$ cat config.mk
export PLATFORM = sky130hd
export DESIGN_NAME = pcicfg_io_target
export DESIGN_NICKNAME = d
export VERILOG_FILES = /design/src/rtl/pcicfg_pkg.sv /design/src/rtl/pcicfg_space.sv /design/src/rtl/pcicfg_io_window.sv /design/src/rtl/pcicfg_io_target.sv
export SDC_FILE = /design/constraint.sdc
export NUM_CORES = 1
export LEC_CHECK = 0
export ABC_AREA = 1
export BUFFER_PORTS_ARGS = -buffer_cell sky130_fd_sc_hd__buf_2
export CAP_MARGIN = 25
export CORE_ASPECT_RATIO = 0.75
export CORE_UTILIZATION = 28
export DETAILED_ROUTE_END_ITERATION = 10
export REMOVE_ABC_BUFFERS = 1
export SLEW_MARGIN = 20
export SYNTH_ARGS = -nofsm -noshare
export SYNTH_HDL_FRONTEND = slang
export SYNTH_SLANG_ARGS = --single-unit
$ cat constraint.sdc
create_clock -name clk -period 3.1 [get_ports clk]
set_input_delay 0.62 -clock clk [delete_from_list [all_inputs] [get_ports clk]]
set_output_delay 0.62 -clock clk [all_outputs]
set_load 0.01 [all_outputs]
$ cat src/rtl/pcicfg_pkg.sv
package pcicfg_pkg;

  localparam logic [7:0] INT_PIN_A = 8'h01;

  // Identifier byte at position idx of the fixed four-byte header word.
  function automatic logic [7:0] ident_byte(input logic [1:0] idx);
    case (idx)
      2'd0:    return 8'h1A;
      2'd1:    return 8'h07;
      2'd2:    return 8'h0B;
      default: return 8'hAB;
    endcase
  endfunction

  // True when a configuration byte address carries an identifier byte.
  function automatic logic is_ident_addr(input logic [7:0] a);
    return (a[7:2] == 6'h00) || (a[7:2] == 6'h0B);
  endfunction

endpackage

$ cat src/rtl/pcicfg_space.sv
module pcicfg_space
  import pcicfg_pkg::*;
#(
  parameter int FUNC_W   = 3,
  parameter int WIN_BITS = 5,
  localparam int LO_W    = 8 - WIN_BITS
) (
  input  logic              clk,
  input  logic              rst_n,
  input  logic [7:0]        slot_id,
  input  logic [FUNC_W-1:0] func,
  input  logic [7:0]        addr,
  input  logic              we,
  input  logic [7:0]        wdata,
  output logic [7:0]        rdata,
  output logic              io_enable,
  output logic [15:0]       io_base,
  output logic [7:0]        int_line
);

  logic [1:0]      cmd_q;
  logic [LO_W-1:0] bar_lo_q;
  logic [7:0]      bar_hi_q;
  logic [7:0]      line_q;

  // Named decode events
  logic fn0_sel;
  logic wr_cmd, wr_bar_lo, wr_bar_hi, wr_line;

  assign fn0_sel   = (func == '0);
  assign wr_cmd    = fn0_sel && we && (addr == 8'h04);
  assign wr_bar_lo = fn0_sel && we && (addr == 8'h10);
  assign wr_bar_hi = fn0_sel && we && (addr == 8'h11);
  assign wr_line   = fn0_sel && we && (addr == 8'h3C);

  always_ff @(posedge clk) begin
    if (!rst_n) begin
      cmd_q    <= '0;
      bar_lo_q <= '0;
      bar_hi_q <= '0;
      line_q   <= '0;
    end else begin
      if (wr_cmd)    cmd_q    <= wdata[1:0];
      if (wr_bar_lo) bar_lo_q <= wdata[7:WIN_BITS];
      if (wr_bar_hi) bar_hi_q <= wdata;
      if (wr_line)   line_q   <= wdata;
    end
  end

  always_comb begin
    rdata = 8'h00;
    if (!fn0_sel) begin
      rdata = 8'hFF;
    end else if (is_ident_addr(addr)) begin
      rdata = ident_byte(addr[1:0]);
    end else begin
      case (addr)
        8'h04:   rdata = {6'b0, cmd_q};
        8'h08:   rdata = slot_id;
        8'h10:   rdata = {bar_lo_q, {(WIN_BITS-1){1'b0}}, 1'b1};
        8'h11:   rdata = bar_hi_q;
        8'h3C:   rdata = line_q;
        8'h3D:   rdata = INT_PIN_A;
        default: rdata = 8'h00;
      endcase
    end
  end

  assign io_enable = cmd_q[0];
  assign io_base   = {bar_hi_q, bar_lo_q, {WIN_BITS{1'b0}}};
  assign int_line  = line_q;


  assert property (@(posedge clk) disable iff (!rst_n)
    (!fn0_sel) |-> (rdata == 8'hFF)) else $error("fn_nonzero_read_chk");


  assert property (@(posedge clk) disable iff (!rst_n)
    (we && !fn0_sel) |=> ($stable(io_base) && $stable(int_line) && $stable(io_enable)))
    else $error("fn_nonzero_write_chk");


  assert property (@(posedge clk) disable iff (!rst_n)
    wr_cmd |=> (io_enable == $past(wdata[0]))) else $error("cmd_store_chk");


  assert property (@(posedge clk) disable iff (!rst_n)
    wr_bar_lo |=> (io_base[7:0] == ($past(wdata) & 8'hE0))) else $error("bar_lo_mask_chk");

endmodule

$ cat src/rtl/pcicfg_io_window.sv
module pcicfg_io_window
  import pcicfg_pkg::*;
#(
  parameter int ADDR_W   = 16,
  parameter int WIN_BITS = 5
) (
  input  logic              clk,
  input  logic              rst_n,
  input  logic              io_enable,
  input  logic [ADDR_W-1:0] io_base,
  input  logic [7:0]        int_line,
  input  logic [ADDR_W-1:0] io_addr,
  input  logic              io_rd,
  input  logic              io_wr,
  output logic [7:0]        io_rdata,
  output logic              io_hit,
  output logic              irq_out
);

  localparam logic [WIN_BITS-1:0] IRQ_OFF  = WIN_BITS'(6);
  localparam logic [WIN_BITS-1:0] LINE_OFF = WIN_BITS'(4);
  localparam logic [WIN_BITS-1:0] PIN_OFF  = WIN_BITS'(5);

  logic [WIN_BITS-1:0] offset;
  logic win_match, irq_set_ev, irq_clr_ev, latch_q;

  assign offset     = io_addr[WIN_BITS-1:0];
  assign win_match  = io_enable && (io_base != '0) &&
                      (io_addr[ADDR_W-1:WIN_BITS] == io_base[ADDR_W-1:WIN_BITS]);
  assign io_hit     = win_match && (io_rd || io_wr);
  assign irq_clr_ev = win_match && io_rd && (offset == IRQ_OFF);
  assign irq_set_ev = win_match && io_wr && (offset == IRQ_OFF) && !latch_q;

  always_ff @(posedge clk) begin
    if (!rst_n)          latch_q <= 1'b0;
    else if (irq_clr_ev) latch_q <= 1'b0;
    else if (irq_set_ev) latch_q <= 1'b1;
  end

  always_comb begin
    io_rdata = 8'hFF;
    if (io_hit) begin
      if (offset < WIN_BITS'(4))  io_rdata = ident_byte(offset[1:0]);
      else if (offset == LINE_OFF) io_rdata = int_line;
      else if (offset == PIN_OFF)  io_rdata = INT_PIN_A;
      else if (offset == IRQ_OFF)  io_rdata = {7'b0, latch_q};
    end
  end

  assign irq_out = latch_q;


  assert property (@(posedge clk) disable iff (!rst_n)
    io_hit |-> (io_enable && io_base != '0)) else $error("hit_needs_enable_chk");


  assert property (@(posedge clk) disable iff (!rst_n)
    (irq_set_ev && !irq_clr_ev) |=> irq_out) else $error("irq_raise_chk");


  assert property (@(posedge clk) disable iff (!rst_n)
    irq_clr_ev |=> !irq_out) else $error("irq_clear_chk");


  assert property (@(posedge clk) disable iff (!rst_n)
    (!io_hit) |=> $stable(irq_out)) else $error("irq_hold_chk");

endmodule

$ cat src/rtl/pcicfg_io_target.sv
module pcicfg_io_target
  import pcicfg_pkg::*;
#(
  parameter int FUNC_W   = 3,
  parameter int ADDR_W   = 16,
  parameter int WIN_BITS = 5
) (
  input  logic              clk,
  input  logic              rst_n,
  input  logic [7:0]        slot_id,
  input  logic [FUNC_W-1:0] cfg_func,
  input  logic [7:0]        cfg_addr,
  input  logic              cfg_we,
  input  logic [7:0]        cfg_wdata,
  output logic [7:0]        cfg_rdata,
  input  logic [ADDR_W-1:0] io_addr,
  input  logic              io_rd,
  input  logic              io_wr,
  output logic [7:0]        io_rdata,
  output logic              io_hit,
  output logic              irq_out
);

  logic              io_enable;
  logic [ADDR_W-1:0] io_base;
  logic [7:0]        int_line;

  pcicfg_space #(.FUNC_W(FUNC_W), .WIN_BITS(WIN_BITS)) u_space (
    .clk(clk), .rst_n(rst_n), .slot_id(slot_id),
    .func(cfg_func), .addr(cfg_addr), .we(cfg_we), .wdata(cfg_wdata),
    .rdata(cfg_rdata), .io_enable(io_enable), .io_base(io_base),
    .int_line(int_line)
  );

  pcicfg_io_window #(.ADDR_W(ADDR_W), .WIN_BITS(WIN_BITS)) u_window (
    .clk(clk), .rst_n(rst_n), .io_enable(io_enable), .io_base(io_base),
    .int_line(int_line), .io_addr(io_addr), .io_rd(io_rd), .io_wr(io_wr),
    .io_rdata(io_rdata), .io_hit(io_hit), .irq_out(irq_out)
  );


  assert property (@(posedge clk)
    $rose(rst_n) |-> (!irq_out && !io_enable)) else $error("reset_state_chk");

endmodule

==> metrics.txt <==
outcome finished clean; post-route ant nets 0; CTS tree built; setup TNS 0 ns; Routed WL 5.04 mm; CTS-repair resized insts 0; Max FO, Critical Path 8; DP Wirelength between 4 and 5 mm; Post-Synthesis Cells approximately 290; DR WL/cell 11.7 um; # IOs 66; layout cells sized above 1 between 20 and 30%; vias in the first global route 1712; Tcrit/Tclk final 84.2%; final slew viol count 0; final core occ 37.2%; CP arrival 1.99 ns; Worst Setup Slack, final 0.490 ns; Post-CTS Setup Repair Bufs 0; Root Buffer clkbuf_8; Hold EP u_space.int_line[2]$_SDFFE_PN0P_; Die Area about 6600 um2; PortBufs between 60 and 70; top_reg_cell synth dfxtp_1; Avg Cell Area, Syn about 6.1 um2; Die Y 70.9 um; GRT overflow 0; Seq/Total Area, Yosys about 25%; Yosys warnings 0; clk_skew 0.00251 ns; hold path start u_space.int_line[2]$_SDFFE_PN0P_; CTS Buf Count 3; CTS max path bufs 2; largest net degree at the start of global routing 17; share of the synthesized area in the top cell type approximately a quarter; CTS hold repair buffers 0; pre-CTS WS about 0.5 ns; Yosys reg bits 22; LEAKAGE 1.06 nW; Clock transition at path regs about 0.080 ns; min-delay worst type reg2reg; Die X 93.8 um; Non-Filler Instances 432; FP Rows 24; drt via density 4.53; Setup violations, final 0; r2r worst-path depth 10; Worst-Margin Slew 0.615 ns; max-capacitance violation count 0; top post-synthesis cells by area dfxtp_1 25%, nand2_1 13%, inv_1 13%, nor2_1 10%, a211oi_1 5.1%; clk_lat worst skew 0.26 ns; mapped cell area 1770 um2; CTS Sinks 22; pwr dens about 270 nW/um2; DP Cell Count 428; Final Hold Fails 0; Startpoint Class primary input; number of flops mapped to enable cells by yosys 0; FFs w/ async S/R, synth 0%; Max Clk Rate between 0.3 and 0.4 GHz; Yosys top cell by area dfxtp_1; Final Net Count between 400 and 500; global placement routability congestion ~0.81; Pre-antenna DRT Iters 4; shortest period the worst path allows around 2.6 ns; ant diodes 0; Initial DRC Count ~100; CP Capture Type output pin; Vias between 1500 and 2000; Crit path required time 2.48 ns; Critical R2R Capture u_window.irq_out$_SDFFE_PP0P_; initial antenna violation count 0; H-tree levels 1; hold path cells 2; Yosys cell types 25; first-pass GRT wire length 7.98 mm; Max rail drop VDD 0.128 mV; Starting Density 29.8%; Filler cells 692; Crit Path Category in2out; RSZ-0062 raised after global routing no; Area growth syn-to-layout 25.1%; worst reg2reg setup slack around 1.7 ns; worst r2r src u_space.bar_hi_q[4]$_SDFFE_PN0P_; # DRC 0; Slew HR approximately 60%; Global Route Usage Sum 15.3%; CORE AREA between 5000 and 6000 um2
[worst max-delay path, stage by stage]
cell     delay (ns)
buf_2          0.13
nor2_4         0.18
inv_1          0.09
nor2_1         0.42
nand2_1        0.10
o22ai_1        0.18
nor2_1         0.06
nand3_1        0.07
buf_2          0.13
[layer usage]
layer | vias up | track usage [%] | share of wire [%]
met5 | - | 0 | 0
met2 | 30 | 23.0 | 42
met4 | 0 | 1.54 | 0.28
met1 | 861 | 23.0 | 54
li1 | 1063 | - | -
met3 | 2 | 3.12 | 3.5
[registers in the layout (all words and copies together), names as in the netlist]
| register | cells |
|---|---|
| u_window.irq_out | 1 |
| u_space.int_line | 8 |
| u_space.cmd_q | 2 |
| u_space.bar_lo_q | 3 |
| u_space.bar_hi_q | 8 |
[synth_stat cells (2+ instances only)]
cell type / count
nand2_1: 63
inv_1: 60
nor2_1: 47
dfxtp_1: 22
nand3_1: 17
o21ai_0: 13
a211oi_1: 12
a21oi_1: 10
o22ai_1: 8
nand4_1: 6
a211oi_2: 4
nor3_1: 3
nor3_2: 3
o211ai_1: 3
buf_8: 2
inv_2: 2
nand2_4: 2
nor2_4: 2
nor2_8: 2
nor3_4: 2
[where the power goes]
group	switching, mW	internal, mW	total [mW]
Clock	0.0950	0.113	0.208
Sequential	0.0000736	0.282	0.282
Combinational	0.0628	0.0405	0.103
[metrics by stage]
step	instance area, um2	total power [mW]	hold slack [ns]
after CTS	2210	0.598	0.496
after global routing	2210	0.627	0.518
after floorplan	1740	0.339	0.471
after detailed placement	2160	0.393	0.484
after global placement	2160	0.392	0.484
final	2210	0.594	0.493
[layout make-up]
cell class | instances | area [um2] | share of cell area (%)
Multi-Input combinational cell | 201 | 1060 | 48.0
Tap cell | 78 | 97.6 | 4.41
Timing Repair Buffer | 65 | 325 | 14.7
Inverter | 62 | 233 | 10.5
Clock buffer | 4 | 55.1 | 2.49
Sequential cell | 22 | 440 | 19.9
[cell usage in the layout (no fill, tap or decap), types with 3 or more instances in the layout]
cell type and n:
o22ai_1 8, nor2_1 47, clkbuf_8 4, a21oi_1 10, a211oi_1 12, inv_1 60
buf_2 65, nor3_1 3, nand3_1 17, nor3_2 3, dfxtp_1 22, a211oi_2 4
o211ai_1 3, nand2_1 63, nand4_1 6, o21ai_0 13
[worst max path at each step]
stage | endpoint | startpoint | cells past startpoint
after floorplan | io_rdata[3] | io_addr[9] | 9
after global placement | cfg_rdata[1] | cfg_addr[1] | 9
after detailed placement | cfg_rdata[1] | cfg_addr[1] | 9
after CTS | cfg_rdata[1] | cfg_addr[1] | 9
after global routing | io_rdata[7] | u_space.bar_lo_q[2]$_SDFFE_PN0P_ | 10
final | cfg_rdata[1] | cfg_addr[1] | 9
[logic make-up (layout without fill, tap and decap cells)]
kind of cell,Yosys count,in the layout,share of synthesized area [%]
AOI/OAI and AO/OA,50,50,18.5
buffers and inverters,65,131,15.1
and+or+nand+nor,151,151,41.6
DFF,22,22,24.9
(Power assumes the default switching activity.)
